$ cat config.mk
export PLATFORM = sky130hd
export DESIGN_NAME = auto_drain_fifo
export DESIGN_NICKNAME = d
export VERILOG_FILES = /design/src/rtl/afd_pkg.sv /design/src/rtl/afd_tick_div.sv /design/src/rtl/afd_fifo.sv /design/src/rtl/afd_ctrl.sv /design/src/rtl/auto_drain_fifo.sv
export SDC_FILE = /design/constraint.sdc
export NUM_CORES = 1
export LEC_CHECK = 0
export ABC_AREA = 1
export BUFFER_PORTS_ARGS = -buffer_cell sky130_fd_sc_hd__buf_2
export CELL_PAD_IN_SITES_DETAIL_PLACEMENT = 1
export CELL_PAD_IN_SITES_GLOBAL_PLACEMENT = 1
export CORE_MARGIN = 2
export CORE_UTILIZATION = 45
export DETAILED_ROUTE_END_ITERATION = 16
export HOLD_SLACK_MARGIN = 0.12
export MAX_ROUTING_LAYER = met4
export PLACE_DENSITY_LB_ADDON = 0.2
export SKIP_LAST_GASP = 1
export SYNTH_ARGS = -nofsm -noshare
export SYNTH_HDL_FRONTEND = slang
export SYNTH_HIERARCHICAL = 1
export SYNTH_SLANG_ARGS = --single-unit
export TNS_END_PERCENT = 5
$ cat constraint.sdc
create_clock -name clk_i -period 7.45 [get_ports clk_i]
set_input_delay 0.3725 -clock clk_i [delete_from_list [all_inputs] [get_ports clk_i]]
set_output_delay 0.3725 -clock clk_i [all_outputs]
set_load 0.02 [all_outputs]
$ cat src/rtl/afd_pkg.sv
package afd_pkg;
  typedef enum logic {
    ST_LOAD  = 1'b0,
    ST_DRAIN = 1'b1
  } afd_state_e;
endpackage

$ cat src/rtl/afd_tick_div.sv
module afd_tick_div #(
  parameter int unsigned PERIOD = 100_000_000
) (
  input  logic clk_i,
  input  logic rst_ni,
  input  logic en_i,
  output logic tick_o
);
  localparam int unsigned CW = (PERIOD > 1) ? $clog2(PERIOD) : 1;
  localparam logic [CW-1:0] LAST = CW'(PERIOD - 1);

  logic [CW-1:0] cnt_q;

  // held at zero while disabled so each enable starts a full period
  always_ff @(posedge clk_i or negedge rst_ni) begin
    if (!rst_ni)         cnt_q <= '0;
    else if (!en_i)      cnt_q <= '0;
    else if (cnt_q == LAST) cnt_q <= '0;
    else                 cnt_q <= cnt_q + CW'(1);
  end

  assign tick_o = en_i && (cnt_q == LAST);

  a_r5_tick_spacing: assert property (@(posedge clk_i) disable iff (!rst_ni)
    tick_o |=> !tick_o);
endmodule

$ cat src/rtl/afd_fifo.sv
module afd_fifo #(
  parameter int unsigned DATA_W = 4,
  parameter int unsigned DEPTH  = 16
) (
  input  logic              clk_i,
  input  logic              rst_ni,
  input  logic              wr_i,
  input  logic [DATA_W-1:0] wdata_i,
  input  logic              rd_i,
  output logic [DATA_W-1:0] head_o,
  output logic              full_o,
  output logic              empty_o
);
  localparam int unsigned AW = (DEPTH > 1) ? $clog2(DEPTH) : 1;
  localparam int unsigned CNT_W = $clog2(DEPTH + 1);
  localparam logic [AW-1:0] PTR_LAST = AW'(DEPTH - 1);

  logic [DATA_W-1:0] mem_q [DEPTH];
  logic [AW-1:0]     wr_ptr_q, rd_ptr_q;
  logic [CNT_W-1:0]  cnt_q;

  always_ff @(posedge clk_i) begin
    if (wr_i) mem_q[wr_ptr_q] <= wdata_i;
  end

  always_ff @(posedge clk_i or negedge rst_ni) begin
    if (!rst_ni) begin
      wr_ptr_q <= '0;
      rd_ptr_q <= '0;
      cnt_q    <= '0;
    end else begin
      if (wr_i) wr_ptr_q <= (wr_ptr_q == PTR_LAST) ? '0 : wr_ptr_q + AW'(1);
      if (rd_i) rd_ptr_q <= (rd_ptr_q == PTR_LAST) ? '0 : rd_ptr_q + AW'(1);
      case ({wr_i, rd_i})
        2'b10:   cnt_q <= cnt_q + CNT_W'(1);
        2'b01:   cnt_q <= cnt_q - CNT_W'(1);
        default: cnt_q <= cnt_q;
      endcase
    end
  end

  assign head_o  = mem_q[rd_ptr_q];
  assign full_o  = (cnt_q == CNT_W'(DEPTH));
  assign empty_o = (cnt_q == '0);

  a_r6_no_overflow: assert property (@(posedge clk_i) disable iff (!rst_ni)
    wr_i |-> !full_o);
  a_r9_no_underflow: assert property (@(posedge clk_i) disable iff (!rst_ni)
    rd_i |-> !empty_o);
endmodule

$ cat src/rtl/afd_ctrl.sv
module afd_ctrl
  import afd_pkg::*;
(
  input  logic clk_i,
  input  logic rst_ni,
  input  logic wr_req_i,
  input  logic full_i,
  input  logic empty_i,
  input  logic tick_i,
  output logic wr_o,
  output logic rd_o,
  output logic drain_o
);
  afd_state_e state_q, state_d;

  always_comb begin
    state_d = state_q;
    unique case (state_q)
      ST_LOAD:  if (full_i)  state_d = ST_DRAIN;
      ST_DRAIN: if (empty_i) state_d = ST_LOAD;
      default:  state_d = ST_LOAD;
    endcase
  end

  always_ff @(posedge clk_i or negedge rst_ni) begin
    if (!rst_ni) state_q <= ST_LOAD;
    else         state_q <= state_d;
  end

  assign drain_o = (state_q == ST_DRAIN);
  assign wr_o    = wr_req_i && !drain_o && !full_i;
  assign rd_o    = drain_o && tick_i && !empty_i;

  a_r4_enter_drain: assert property (@(posedge clk_i) disable iff (!rst_ni)
    (!drain_o && full_i) |=> drain_o);
  a_r9_single_pulse: assert property (@(posedge clk_i) disable iff (!rst_ni)
    rd_o |=> !rd_o);
  a_r3_no_pop_loading: assert property (@(posedge clk_i) disable iff (!rst_ni)
    !drain_o |-> !tick_i);
endmodule

$ cat src/rtl/auto_drain_fifo.sv
module auto_drain_fifo #(
  parameter int unsigned DATA_W      = 4,
  parameter int unsigned DEPTH       = 16,
  parameter int unsigned TICK_CYCLES = 100_000_000
) (
  input  logic              clk_i,
  input  logic              rst_ni,
  input  logic              wr_en_i,
  input  logic [DATA_W-1:0] data_i,
  output logic [DATA_W-1:0] data_o,
  output logic              full_o,
  output logic              empty_o
);
  logic              wr_fire, rd_fire, drain, tick;
  logic [DATA_W-1:0] head;
  logic [DATA_W-1:0] out_q;

  afd_fifo #(.DATA_W(DATA_W), .DEPTH(DEPTH)) u_fifo (
    .clk_i   (clk_i),
    .rst_ni  (rst_ni),
    .wr_i    (wr_fire),
    .wdata_i (data_i),
    .rd_i    (rd_fire),
    .head_o  (head),
    .full_o  (full_o),
    .empty_o (empty_o)
  );

  afd_tick_div #(.PERIOD(TICK_CYCLES)) u_tick (
    .clk_i  (clk_i),
    .rst_ni (rst_ni),
    .en_i   (drain),
    .tick_o (tick)
  );

  afd_ctrl u_ctrl (
    .clk_i    (clk_i),
    .rst_ni   (rst_ni),
    .wr_req_i (wr_en_i),
    .full_i   (full_o),
    .empty_i  (empty_o),
    .tick_i   (tick),
    .wr_o     (wr_fire),
    .rd_o     (rd_fire),
    .drain_o  (drain)
  );

  always_ff @(posedge clk_i or negedge rst_ni) begin
    if (!rst_ni)      out_q <= '0;
    else if (rd_fire) out_q <= head;
  end

  assign data_o = out_q;

  a_r5_out_hold: assert property (@(posedge clk_i) disable iff (!rst_ni)
    !rd_fire |=> $stable(data_o));
  a_r6_no_write_draining: assert property (@(posedge clk_i) disable iff (!rst_ni)
    drain |-> !wr_fire);
endmodule

# After elaboration in Yosys (flattened, before gate mapping)
# Memory sizes are Yosys's and may differ from the RTL's. A register that Yosys moved wholly into a read port is not among the register bits.
# Index checks and enable logic that the tools add are counted.
[word_totals] regBits=41 latchBits=0 ramBits=64 romBits=0 in_bits=7 out_inout_bits=6 word_cells=39 mem_count=1
[mem_list] name="u_fifo.mem_q" words=16 width=4 read_ports=1 rd_ports_with_merged_regs=1 wr=1 line="afd_fifo.sv:18" text="logic [DATA_W-1:0] mem_q [DEPTH];"
[classes] n_addsub=5 multipliers=0 div=0 magnitude_cmp=0 n_eq_ne=6 n_shift=0 mux=10 n_bitwise=1 n_reduce_logical=11
[ops] cell="27-bit two-way mux" count=2
[ops] cell="27-bit by 1-bit adder with 27-bit output (second input constant)" count=1
[ops] cell="27-bit equality test (second input constant)" count=1
[ops] cell="5-bit one-hot mux with 2 select lines" count=1
[ops] cell="4-bit by 1-bit adder with 4-bit output (second input constant)" count=2
[ops] cell="4-bit equality test (second input constant)" count=2
[ops] cell="4-bit two-way mux" count=2
[ops] cell="5-bit by 1-bit adder with 5-bit output (second input constant)" count=1
[ops] cell="5-bit equality test (second input constant)" count=1
[ops] cell="1-bit logical AND" count=5
[ops] cell="5-bit zero test" count=1
[ops] cell="5-bit by 1-bit subtractor with 5-bit output (second input constant)" count=1
[ops] cell="1-bit zero test" count=4
[ops] cell="1-bit two-way mux" count=4
[ops] cell="2-bit by 1-bit equality test with 1-bit output (second input constant)" count=1
[ops] cell="2-bit equality test (second input constant)" count=1
[ops] cell="1-bit one-hot mux with 2 select lines" count=1
[ops] cell="2-bit nonzero test" count=1
[ops] cell="1-bit inverter" count=1

# Longest topological paths before layout
# Gate-level depths: netlist (run 1).
[logic_depth] ltp_word=6 ltp_mapped=22 ltp_nobuf=21

# Hierarchy
# The synthesis (run 1) kept the hierarchy.
[modules_own_cells] mod="afd_fifo" n_inst=1 cells_each=345 area_per_inst_um2=3510.9
[modules_own_cells] mod="afd_tick_div" n_inst=1 cells_each=209 area_per_inst_um2=1590.3
[modules_own_cells] mod="auto_drain_fifo" n_inst=1 cells_each=17 area_per_inst_um2=148.9
[modules_own_cells] mod="afd_ctrl" n_inst=1 cells_each=10 area_per_inst_um2=58.8

# Worst setup path before layout (run 1)
# Ideal clock, no wire load.
[synth_path] kind="reg2reg" from="reg u_tick.cnt_q[0]" to="reg u_fifo.cnt_q[4]" arrival_time_ps=2863 required_time_ps=7333 setup_slack_ps=4470 stages_incl_launch_ff=22 n_path_buf=1 period_less_slack_ps=2980 cell_sequence="dfrtp_1 ha_1 nand2_2 nor2_4 nand2_4 nor2_4 nand2_2 buf_6 nor2_1 nand2_1 nor2_1 ha_1 nor2_1 nor2_1 ha_1 inv_1 nand2_1 nand3_1 nand2_1 nand2_1 nand3_1 nand2_1"
[synth_between] elab_chain_len=6
[synth_rtl] element="start: declaration" line="afd_tick_div.sv:12" text="logic [CW-1:0] cnt_q;"
[synth_rtl] element="start signal: assignment" line="afd_tick_div.sv:19" text="else cnt_q <= cnt_q + CW'(1);"
[synth_rtl] element="27-bit equality test *" line="afd_tick_div.sv:22" text="assign tick_o = en_i && (cnt_q == LAST);"
[synth_rtl] element="1-bit logical AND *" line="afd_tick_div.sv:22"
[synth_rtl] element="named net tick" line="auto_drain_fifo.sv:14" text="logic wr_fire, rd_fire, drain, tick;"
[synth_rtl] element="1-bit logical AND * (2 in series)" line="afd_ctrl.sv:32" text="assign rd_o = drain_o && tick_i && !empty_i;"
[synth_rtl] element="named net rd_fire" line="auto_drain_fifo.sv:14"
[synth_rtl] element="2-bit by 1-bit equality test with 1-bit output or 2-bit equality test (tied branches)" line="afd_fifo.sv:34" text="case ({wr_i, rd_i})"
[synth_rtl] element="5-bit one-hot mux with 2 select lines or 2-bit nonzero test (tied branches)"
[synth_rtl] element="end signal: assignment" line="afd_fifo.sv:35" text="2'b10: cnt_q <= cnt_q + CNT_W'(1);"
[synth_rtl] element="end signal: assignment" line="afd_fifo.sv:36" text="2'b01: cnt_q <= cnt_q - CNT_W'(1);"
[synth_rtl] element="end signal: assignment" line="afd_fifo.sv:37" text="default: cnt_q <= cnt_q;"
[synth_rtl] element="end: declaration" line="afd_fifo.sv:20" text="logic [CNT_W-1:0] cnt_q;"
# Mark *: on every way through the listed nets, which the timed path passes. The rest lies on a longest branch.
# A chain may end at the register's enable or synchronous reset.

# Final worst setup path (run 1)
# Same ends and word-level chain as after synthesis.

==> results of run 1 <==
==> critical path, stage by stage, from the launching register on <==
cell,delay [ns]
dfrtp_1,0.39
ha_1,0.22
nand2_2,0.09
nor2_4,0.15
nand2_4,0.12
nor2_4,0.12
nand2_2,0.17
nor2_1,0.17
nand2_1,0.07
nor2_1,0.71
ha_1,0.43
nor2_1,0.08
nor2_1,0.14
ha_1,0.16
inv_1,0.03
nand2_1,0.10
nand3_1,0.11
nand2_1,0.07
nand2_1,0.05
nand3_1,0.07
nand2_1,0.05
==> how the worst max path moves through the flow <==
stage / startpoint / endpoint / cells past startpoint
floorplan: u_tick/cnt_q[0] / u_fifo/cnt_q[4] / 21
global placement: u_tick/cnt_q[0] / u_fifo/cnt_q[4] / 20
detailed placement: u_tick/cnt_q[0] / u_fifo/cnt_q[2] / 18
CTS: u_tick/cnt_q[0] / u_fifo/cnt_q[4] / 20
global route: u_tick/cnt_q[0] / u_fifo/cnt_q[4] / 20
finish: u_tick/cnt_q[0] / u_fifo/cnt_q[4] / 20
==> cells by family after synthesis <==
group,count (synthesis)
DFF,109
xor gates and xnor gates,16
buffers and inverters,54
AOI/OAI and AO/OA,50
adders and majority gates,10
and+or+nand+nor,342
==> layout make-up <==
cell class	count	area, sq um	share of cell area, %
clock buffer	12	246	4.29
timing repair buffer	13	67.6	1.18
tap	143	179	3.12
sequential	109	3050	53.1
clock inverter	4	72.6	1.26
inverter	40	155	2.70
multi-input combinational	418	1970	34.4
==> state kept, by name, summed over array words and instances (netlist names) <==
signal,cells
data_o,4
u_ctrl/drain_o,1
u_fifo/cnt_q,5
u_fifo/mem_q,64
u_fifo/rd_ptr_q,4
u_fifo/wr_ptr_q,4
u_tick/cnt_q,27
==> through the flow <==
| step | util, % | std cells | cell area [sq um] |
|---|---|---|---|
| 3_3_place_gp | 47.3 | 723 | 5420 |
| 6_report | 50.1 | 739 | 5740 |
| 3_5_place_dp | 47.3 | 723 | 5420 |
| 5_1_grt | 50.1 | 739 | 5740 |
| 4_1_cts | 50.1 | 739 | 5740 |
| 2_1_floorplan | - | 581 | 5310 |
==> where the power goes <==
part	switching, mW	internal, mW
clock	0.208	0.304
sequential	0.0474	0.698
combinational	0.153	0.0631
==> cells in the mapped netlist (6+ instances only) <==
master      n
buf_6       8
xnor2_1     8
nand2_1   123
a21oi_1     8
ha_1       10
inv_1      36
nor2_1    148
xor2_1      8
dfrtp_1    45
nand3_1    42
o21ai_1    19
edfxtp_1   64
nor2_4      6
nand2_2     6
o21ai_0    22
==> layer usage <==
metal  vias to the layer above  GRT usage, %
met5                         -             -
met4                         0          6.26
met3                         9          3.78
met2                        45          36.1
met1                      1915          29.5
li1                       1907             -
==> impl_metrics.ini, run 1 <==
[run_status]
outcome = completed

[clock_network]
cts_made_buffers = 9
root_buffer = clkbuf_16
cts_tree = done
cts-resized-gates = 0
clkSinkCount = 109
holdBufCountCts = 0
cts-htree-levels = 3
post_cts_buffers = 0
clock_latency_ns = 0.35
cts_max_path_buffers = 2
clk_pin_slew_ns = 0.07

[yosys]
synth_edf_count = 64
synth-compound-area-share_pct = 4.76
synth_xor_xnor_area_share_pct = 2.64
synth_adder_area_share_pct = 2.36
ys_ff_latch = 109
yosysUniqueCellTypes = 30
synth.top_cell.area_share_pct = 36.2
synth_area_sq_um = 5310
synth-async-reset-ratio_pct = 41.3
avgSynthCellArea_sq_um = 9.14
synthTopCellsByArea = edfxtp_1 (36%), dfrtp_1 (21%), nor2_1 (10%)
syn_nets = 598
synth_top_family_by_area = simple AND/OR/NAND/NOR gates
synthMuxAreaShare_pct = 0
ys.flop_type = edfxtp_1
netlist_instances = 581
synth-warning-count = 6
ys_seq_area_share_pct = 57.4
yosysTopAreaCell = edfxtp_1
synth-simple-area-share_pct = 27.4

[grt]
grt_overflow = 0
antenna_found_initial = 0
grt_usage_pct = 22.4
grt_pass1_vias = 4067
grt_max_degree = 46
grt_pass1_wl_mm = 21.3

[critical_path]
required_ns = 7.69
cp.arrival_ns = 3.86
worstSetupStartpointType = flip-flop
crit_fanout = 14
crit_type = reg -> reg
reg2reg_from = u_tick/cnt_q[0]
r2r_cells = 20
rrSetupSlack_ns = 3.83
end_kind = flip-flop
r2r-end = u_fifo/cnt_q[4]

[layout]
n_antenna_cell = 0
fillers = 1310
fin_nets = 608
area_growth_pct = 8.15
final_common_cell = nor2_1
drive_gt1_share_pct = 7.89
final_cell_mix = nor2_1 (148), nand2_1 (123), edfxtp_1 (64)

[run]
cap_violations = 0

[sta]
report.final.hold_viol_count = 0
period_minus_slack_ns = 3.62
fin_ws_ns = 3.83
whs_ns = 0.213
maxSlewHeadroom_pct = 29.2
worst_slew_pin_slew_ns = 1.06
rsz0062_at_grt = false
tns_ns = 0
fmax_mhz = 276
fin_crit_sh_pct = 48.6
slew_viol_final = 0
fin_worst_skew_ns = 0.00694
setup_viol = 0

[die]
die_width_microns = 113
fp-row-count = 39
core_area_sq_um = 11500
ios = 13
fp.dieH_microns = 113
die-area_sq_um = 12700
start_util_pct = 46.3

[power]
cellPowerDensity_nw_per_um2 = 257
p_leak_nw = 2.29
irDropWorstVdd_v = 0.000140
total_power_mw = 1.47

[detailed_routing]
firstDrtPassIters = 4
vias = 3876
wl_met2_mm = 6.22
drc_errors = 0
met1Wirelength_mm = 5.92
wirelength_mm = 12.6
viasPerCell = 5.24
highest_layer = met4
dr_wl_met3_microns = 367
wire_per_inst_microns = 17.1
drtIter0Drc = 218
antenna_left = 0

[placed_design]
dp_worst_setup_slack_ns = 3.84
portBuffers = 12
dp_hpwl_mm = 8.96
place_congestion = 0.879

[worst_hold_path]
hold_path.class = in -> async
Power figures use the tool's default switching activity.
==> run 2: changes to the inputs <==
Settings changed: ABC_AREA 1 to 0.
Clock period 7.45 ns to 3.65 ns, I/O delays scaled along.
==> run 2 against run 1 <==
Against the previous run: final cell count decreased by 29%; die area decreased by 5.7%; non-clock buffer count increased by 6; sequential power increased by 110%; critical endpoint unchanged; largest power group unchanged.
==> impl_metrics.ini, run 2 <==
[run_status]
outcome = completed

[yosys]
avgSynthCellArea_sq_um = 13.5
ys.flop_type = edfxtp_1
yosysTopAreaCell = edfxtp_1
synth-warning-count = 6
netlist_instances = 371
synthTopCellsByArea = edfxtp_1 (38%), dfrtp_1 (23%), mux4_1 (4.7%)
synth.top_cells.by_count = edfxtp_1 (64), dfrtp_1 (45), nor2_1 (35)
syn_nets = 388
ys_ff_latch = 109
ys_seq_area_share_pct = 61.0
synth-async-reset-ratio_pct = 41.3
synth_area_sq_um = 5000
yosysUniqueCellTypes = 48
synth_edf_count = 64
yosysMostFrequentCell = edfxtp_1
synth.top_cell.area_share_pct = 38.5

[placed_design]
dp_worst_setup_slack_ns = 0.332
placedInstanceArea_sq_um = 5170
dp_cells = 511
place_congestion = 0.820
portBuffers = 12
dp_hpwl_mm = 7.12

[grt]
grt_pass1_vias = 3162
grt_pass1_wl_mm = 17.1
grt_usage_pct = 19.9
grt_max_degree = 46
grt_overflow = 0
antenna_found_initial = 0

[detailed_routing]
drtIter0Drc = 167
wirelength_mm = 10.3
antenna_left = 0
drc_errors = 0
viasPerCell = 5.76
firstDrtPassIters = 4
wire_per_inst_microns = 19.5
vias = 3039

[sta]
fin_ws_ns = 0.320
fin_crit_sh_pct = 91.2
setup_viol = 0
worst_slew_pin_slew_ns = 1.04
maxSlewHeadroom_pct = 30.7
report.final.hold_viol_count = 0
slew_viol_final = 0
rsz0062_at_grt = false
fmax_mhz = 300
fin_worst_skew_ns = 0.00804
tns_ns = 0
period_minus_slack_ns = 3.33

[critical_path]
reg2reg_from = u_tick/cnt_q[0]
rrSetupSlack_ns = 0.32
required_ns = 3.91
crit_fanout = 8
r2r_cells = 13
path_cells = ha_1 -> nand4_1 -> or2_0 -> nor3_1 -> and2_1 -> and3b_2 -> ha_1 -> xor2_1 -> ha_1 -> or2_2 -> a31oi_1 -> o31ai_1 -> xor2_1
cp.arrival_ns = 3.59
end_kind = flip-flop
critPathMostFrequentCell = ha_1
cp_slowest_cell = dfrtp_1
critPathTopFamily = simple AND/OR/NAND/NOR gates
r2r-end = u_fifo/cnt_q[4]
worstSetupStartpointType = flip-flop
cpPeakStageDelay_ns = 0.41
path_buf_inv = 0
crit_type = reg -> reg

[power]
p_leak_nw = 1.87
p_int_mw = 1.83
combPwrFrac_pct = 17.0
p_clk_share_pct = 23.6
irDropWorstVdd_v = 0.000459
sw_frac_of_total_pct = 30.2
cellPowerDensity_nw_per_um2 = 491
p_sw_uw = 790
seqPwrFrac_pct = 59.3

[clock_network]
cts_tree = done
cts-resized-gates = 0
clkSinkCount = 109
cts_max_path_buffers = 2
root_buffer = clkbuf_8
cts-htree-levels = 3
clock_latency_ns = 0.38
cts_made_buffers = 9
clk_pin_slew_ns = 0.09

[run]
cap_violations = 0

[die]
start_util_pct = 46.1
die_width_microns = 109
fp.dieH_microns = 109
core_area_sq_um = 10800
fp-row-count = 38
die-area_sq_um = 12000
ios = 13

[layout]
final_cell_mix = edfxtp_1 (64), dfrtp_1 (45), nor2_1 (35)
fin_area_sq_um = 5330
final_cells = 528
fin_util_pct = 49.2
fin_nets = 400
area_growth_pct = 6.68
reg_top3 = u_fifo/mem_q: 64 flops, u_tick/cnt_q: 27 flops, u_fifo/cnt_q: 5 flops
final_common_cell = edfxtp_1
drive_gt1_share_pct = 12.9
top_register = u_fifo/mem_q
largest_reg_flops = 64
n_antenna_cell = 0

[worst_hold_path]
hold_path_depth = 1
hold_path.class = in -> reg
holdCritStartpoint = data_i[3]
hold_end = u_fifo/mem_q[9][3]
[run 2: changes by cell type after synthesis, sizes merged, moves of 8 or more]
cell,previous run,this run
clkbuf,0,9
inv,39,9
mux4,0,16
nand2,130,22
nand3,45,14
nand4,2,14
nor2,156,36
o21ai,41,9
o22ai,0,8
o31ai,0,8
[run 2: final cells by class]
cell class,count,area [sq um]
clock inverter,4,16.3
timing repair buffer,19,115
sequential,109,3050
multi-input combinational,235,1810
clock buffer,12,135
inverter,9,33.8
tap,140,175
fill,1131,5510
[run 2: worst max-delay path by stage]
stage / end / slack [ns] / cells after the start / from
2_1_floorplan: u_fifo/cnt_q[4] / 0.42 / 15 / u_tick/cnt_q[0]
3_3_place_gp: u_fifo/cnt_q[4] / 0.47 / 13 / u_tick/cnt_q[0]
3_5_place_dp: u_fifo/cnt_q[4] / 0.33 / 13 / u_tick/cnt_q[0]
4_1_cts: u_fifo/cnt_q[4] / 0.31 / 13 / u_tick/cnt_q[0]
5_1_grt: u_fifo/cnt_q[4] / 0.05 / 13 / u_tick/cnt_q[0]
6_report: u_fifo/cnt_q[4] / 0.32 / 13 / u_tick/cnt_q[0]
[run 2: worst register-to-register path, cell delays in order (launching register included)]
cell	delay, ns
dfrtp_1	0.41
ha_1	0.22
nand4_1	0.14
or2_0	0.37
nor3_1	0.32
and2_1	0.17
and3b_2	0.19
ha_1	0.34
xor2_1	0.12
ha_1	0.22
or2_2	0.28
a31oi_1	0.18
o31ai_1	0.10
xor2_1	0.15
[run 2: layer usage]
metal  vias to the layer above  part of all wire [%]  track usage (%)
li1                       1427                     -                -
met1                      1576                    49             27.8
met2                        28                    47             29.2
met3                         8                   2.7             4.98
met4                         0                   1.1             5.15
met5                         -                     0                -
[run 2: what timing repair did]
action,in CTS,in global routing
setup buffers,0,0
hold endpoints to repair,45,0
hold buffers,1,0
[run 2: cell families after synthesis]
| group | Yosys count | synth area share [%] |
|---|---|---|
| adders and majority gates | 10 | 2.50 |
| and+or+nand+nor | 136 | 14.8 |
| xor gates and xnor gates | 22 | 3.86 |
| AOI/OAI and AO/OA | 44 | 5.58 |
| muxes | 23 | 9.44 |
| buffers and inverters | 27 | 2.83 |
| DFF | 109 | 61.0 |
[run 2: power groups by stage]
stage	sequential (mW)	clock (mW)	combinational, mW
5_1_grt	1.58	0.678	0.512
3_5_place_dp	1.58	0	0.451
6_report	1.55	0.619	0.446
2_1_floorplan	1.51	0	0.361
3_3_place_gp	1.57	0	0.430
4_1_cts	1.55	0.645	0.454
[run 2: metrics by stage]
step | total power, mW | hold slack, ns
floorplan | 1.87 | -0.113
CTS | 2.65 | 0.179
detailed placement | 2.03 | 0.308
finish | 2.62 | 0.190
global placement | 2.00 | 0.309
global route | 2.77 | 0.185
==> run 3: changes to the inputs <==
Settings changed: CELL_PAD_IN_SITES_DETAIL_PLACEMENT 1 to unset, CELL_PAD_IN_SITES_GLOBAL_PLACEMENT 1 to unset, CTS_CLUSTER_SIZE set to 12.
==> run 3 against run 2 <==
Against the previous run: routed wire length down 11%; sequential share of layout area fell by 0.39 points; register-to-register slack improved by 0.03 ns; highest routed layer unchanged.
==> impl_metrics.ini, run 3 (synthesis results as in run 2) <==
[layout]
area_growth_pct = 7.41
drive_gt1_share_pct = 13.7
n_antenna_cell = 0
fin_nets = 398
final_cell_mix = edfxtp_1 (64), dfrtp_1 (45), nor2_1 (35)
reg_top3 = u_fifo/mem_q: 64 flops, u_tick/cnt_q: 27 flops, u_fifo/cnt_q: 5 flops
largest_reg_flops = 64
fin_util_pct = 49.5
final_common_cell = edfxtp_1
top_register = u_fifo/mem_q
fillers = 954

[power]
p_leak_nw = 1.88
irDropWorstVdd_v = 0.000396
cellPowerDensity_nw_per_um2 = 506

[clock_network]
clk_pin_slew_ns = 0.10
cts_tree = done
clkSinkCount = 109
cts_made_buffers = 9
root_buffer = clkbuf_8
clock_latency_ns = 0.38
cts-htree-levels = 3
cts-resized-gates = 0
post_cts_buffers = 0
cts_max_path_buffers = 2

[critical_path]
r2r-end = u_fifo/cnt_q[4]
r2r_cells = 12
path_cells = nand3_1 -> or2_0 -> nor3_1 -> and2_1 -> and3b_2 -> ha_1 -> xor2_1 -> ha_1 -> or2_2 -> a31oi_1 -> o31ai_1 -> xor2_1
crit_path_end = u_fifo/cnt_q[4]
cp_slowest_cell = or2_0
critPathLaunch = u_tick/cnt_q[5]
crit_type = reg -> reg
worstSetupStartpointType = flip-flop
reg2reg_from = u_tick/cnt_q[5]
required_ns = 3.92
end_kind = flip-flop
cpPeakStageDelay_ns = 0.45
cp.arrival_ns = 3.56
rrSetupSlack_ns = 0.35
crit_fanout = 8

[detailed_routing]
vias = 2976
wirelength_mm = 9.12
highest_layer = met4
firstDrtPassIters = 4
drtIter0Drc = 173
drc_errors = 0
viasPerCell = 5.66
antenna_left = 0
met1Wirelength_mm = 4.25
dr_wl_met3_microns = 432
wire_per_inst_microns = 17.3
wl_met2_mm = 4.35

[die]
fp.dieH_microns = 109
start_util_pct = 46.1
fp-row-count = 38
die-area_sq_um = 12000
core_area_sq_um = 10800
ios = 13
die_width_microns = 109

[run]
cap_violations = 0

[worst_hold_path]
hold_path.class = in -> reg
hold_path_depth = 1
holdCritStartpoint = data_i[3]

[sta]
setup_viol = 0
fin_crit_sh_pct = 90.3
slew_viol_final = 0
maxSlewHeadroom_pct = 30.6
report.final.hold_viol_count = 0
worst_slew_pin_slew_ns = 1.04
tns_ns = 0
period_minus_slack_ns = 3.30
fmax_mhz = 303
rsz0062_at_grt = false
fin_worst_skew_ns = 0.0114
fin_ws_ns = 0.353

[grt]
grt_pass1_vias = 2856
grt_pass1_wl_mm = 14.9
grt_overflow = 0
grt_max_degree = 46
antenna_found_initial = 0
grt_usage_pct = 17.4

[placed_design]
dp_hpwl_mm = 6.22
place_congestion = 0.776
portBuffers = 12
dp_worst_setup_slack_ns = 0.371

[run_status]
outcome = completed
-- run 3: cell count changes in the layout (fill, tap and decap cells not counted), sizes merged --
cell,delta
clkinv,-4
clkinvlp,+1
inv,+4
bufinv,+1
buf,-2
clkbuf,-2
-- run 3: where the power goes --
group	leakage, nW	switching (mW)	internal (mW)
logic	0.597	0.267	0.161
registers	1.19	0.122	1.42
clock network	0.0998	0.413	0.329
total	1.88	0.802	1.92
-- run 3: worst min-delay path by stage --
stage                                    end
after CTS                 u_fifo/mem_q[8][3]
after detailed placement           data_o[3]
after global routing      u_fifo/mem_q[8][3]
after floorplan                    data_o[0]
after global placement             data_o[1]
final                     u_fifo/mem_q[8][3]
-- run 3: layout make-up --
class                      instances  area, sq um  share of cell area [%]
multi-input combinational        235         1810                    33.7
sequential                       109         3050                    56.8
inverter                           9         33.8                   0.629
tap                              140          175                    3.26
timing repair buffer              17          100                    1.86
clock inverter                     6         75.1                    1.40
clock buffer                      10          128                    2.38
-- run 3: metal layers --
metal / up-vias / GRT usage, %
li1: 1431 / -
met1: 1487 / 23.7
met2: 52 / 25.4
met3: 6 / 5.99
met4: 0 / 4.34
met5: - / -
-- run 3: metrics by stage --
stage,instance area (sq um),hold WS [ns],power [mW],cells
after CTS,5370,0.159,2.76,526
after global placement,5150,0.314,1.99,509
final,5370,0.171,2.72,526
after floorplan,5000,-0.113,1.87,371
after global routing,5370,0.142,2.87,526
after detailed placement,5150,0.324,2.01,509
-- run 3: what timing repair did --
action / CTS / global route
hold endpoints to repair: 45 / 0
setup endpoints to repair: 0 / 0
hold buffers: 1 / 0
-- run 3: critical path: cells and delay by family, from the launching register on --
kind / cells / cell delay, ns
XOR/XNOR: 2 / 0.28
adder cells (fa/ha/maj): 2 / 0.54
AO/OA/AOI/OAI: 2 / 0.27
flip-flops: 1 / 0.43
AND/OR/NAND/NOR: 6 / 1.68
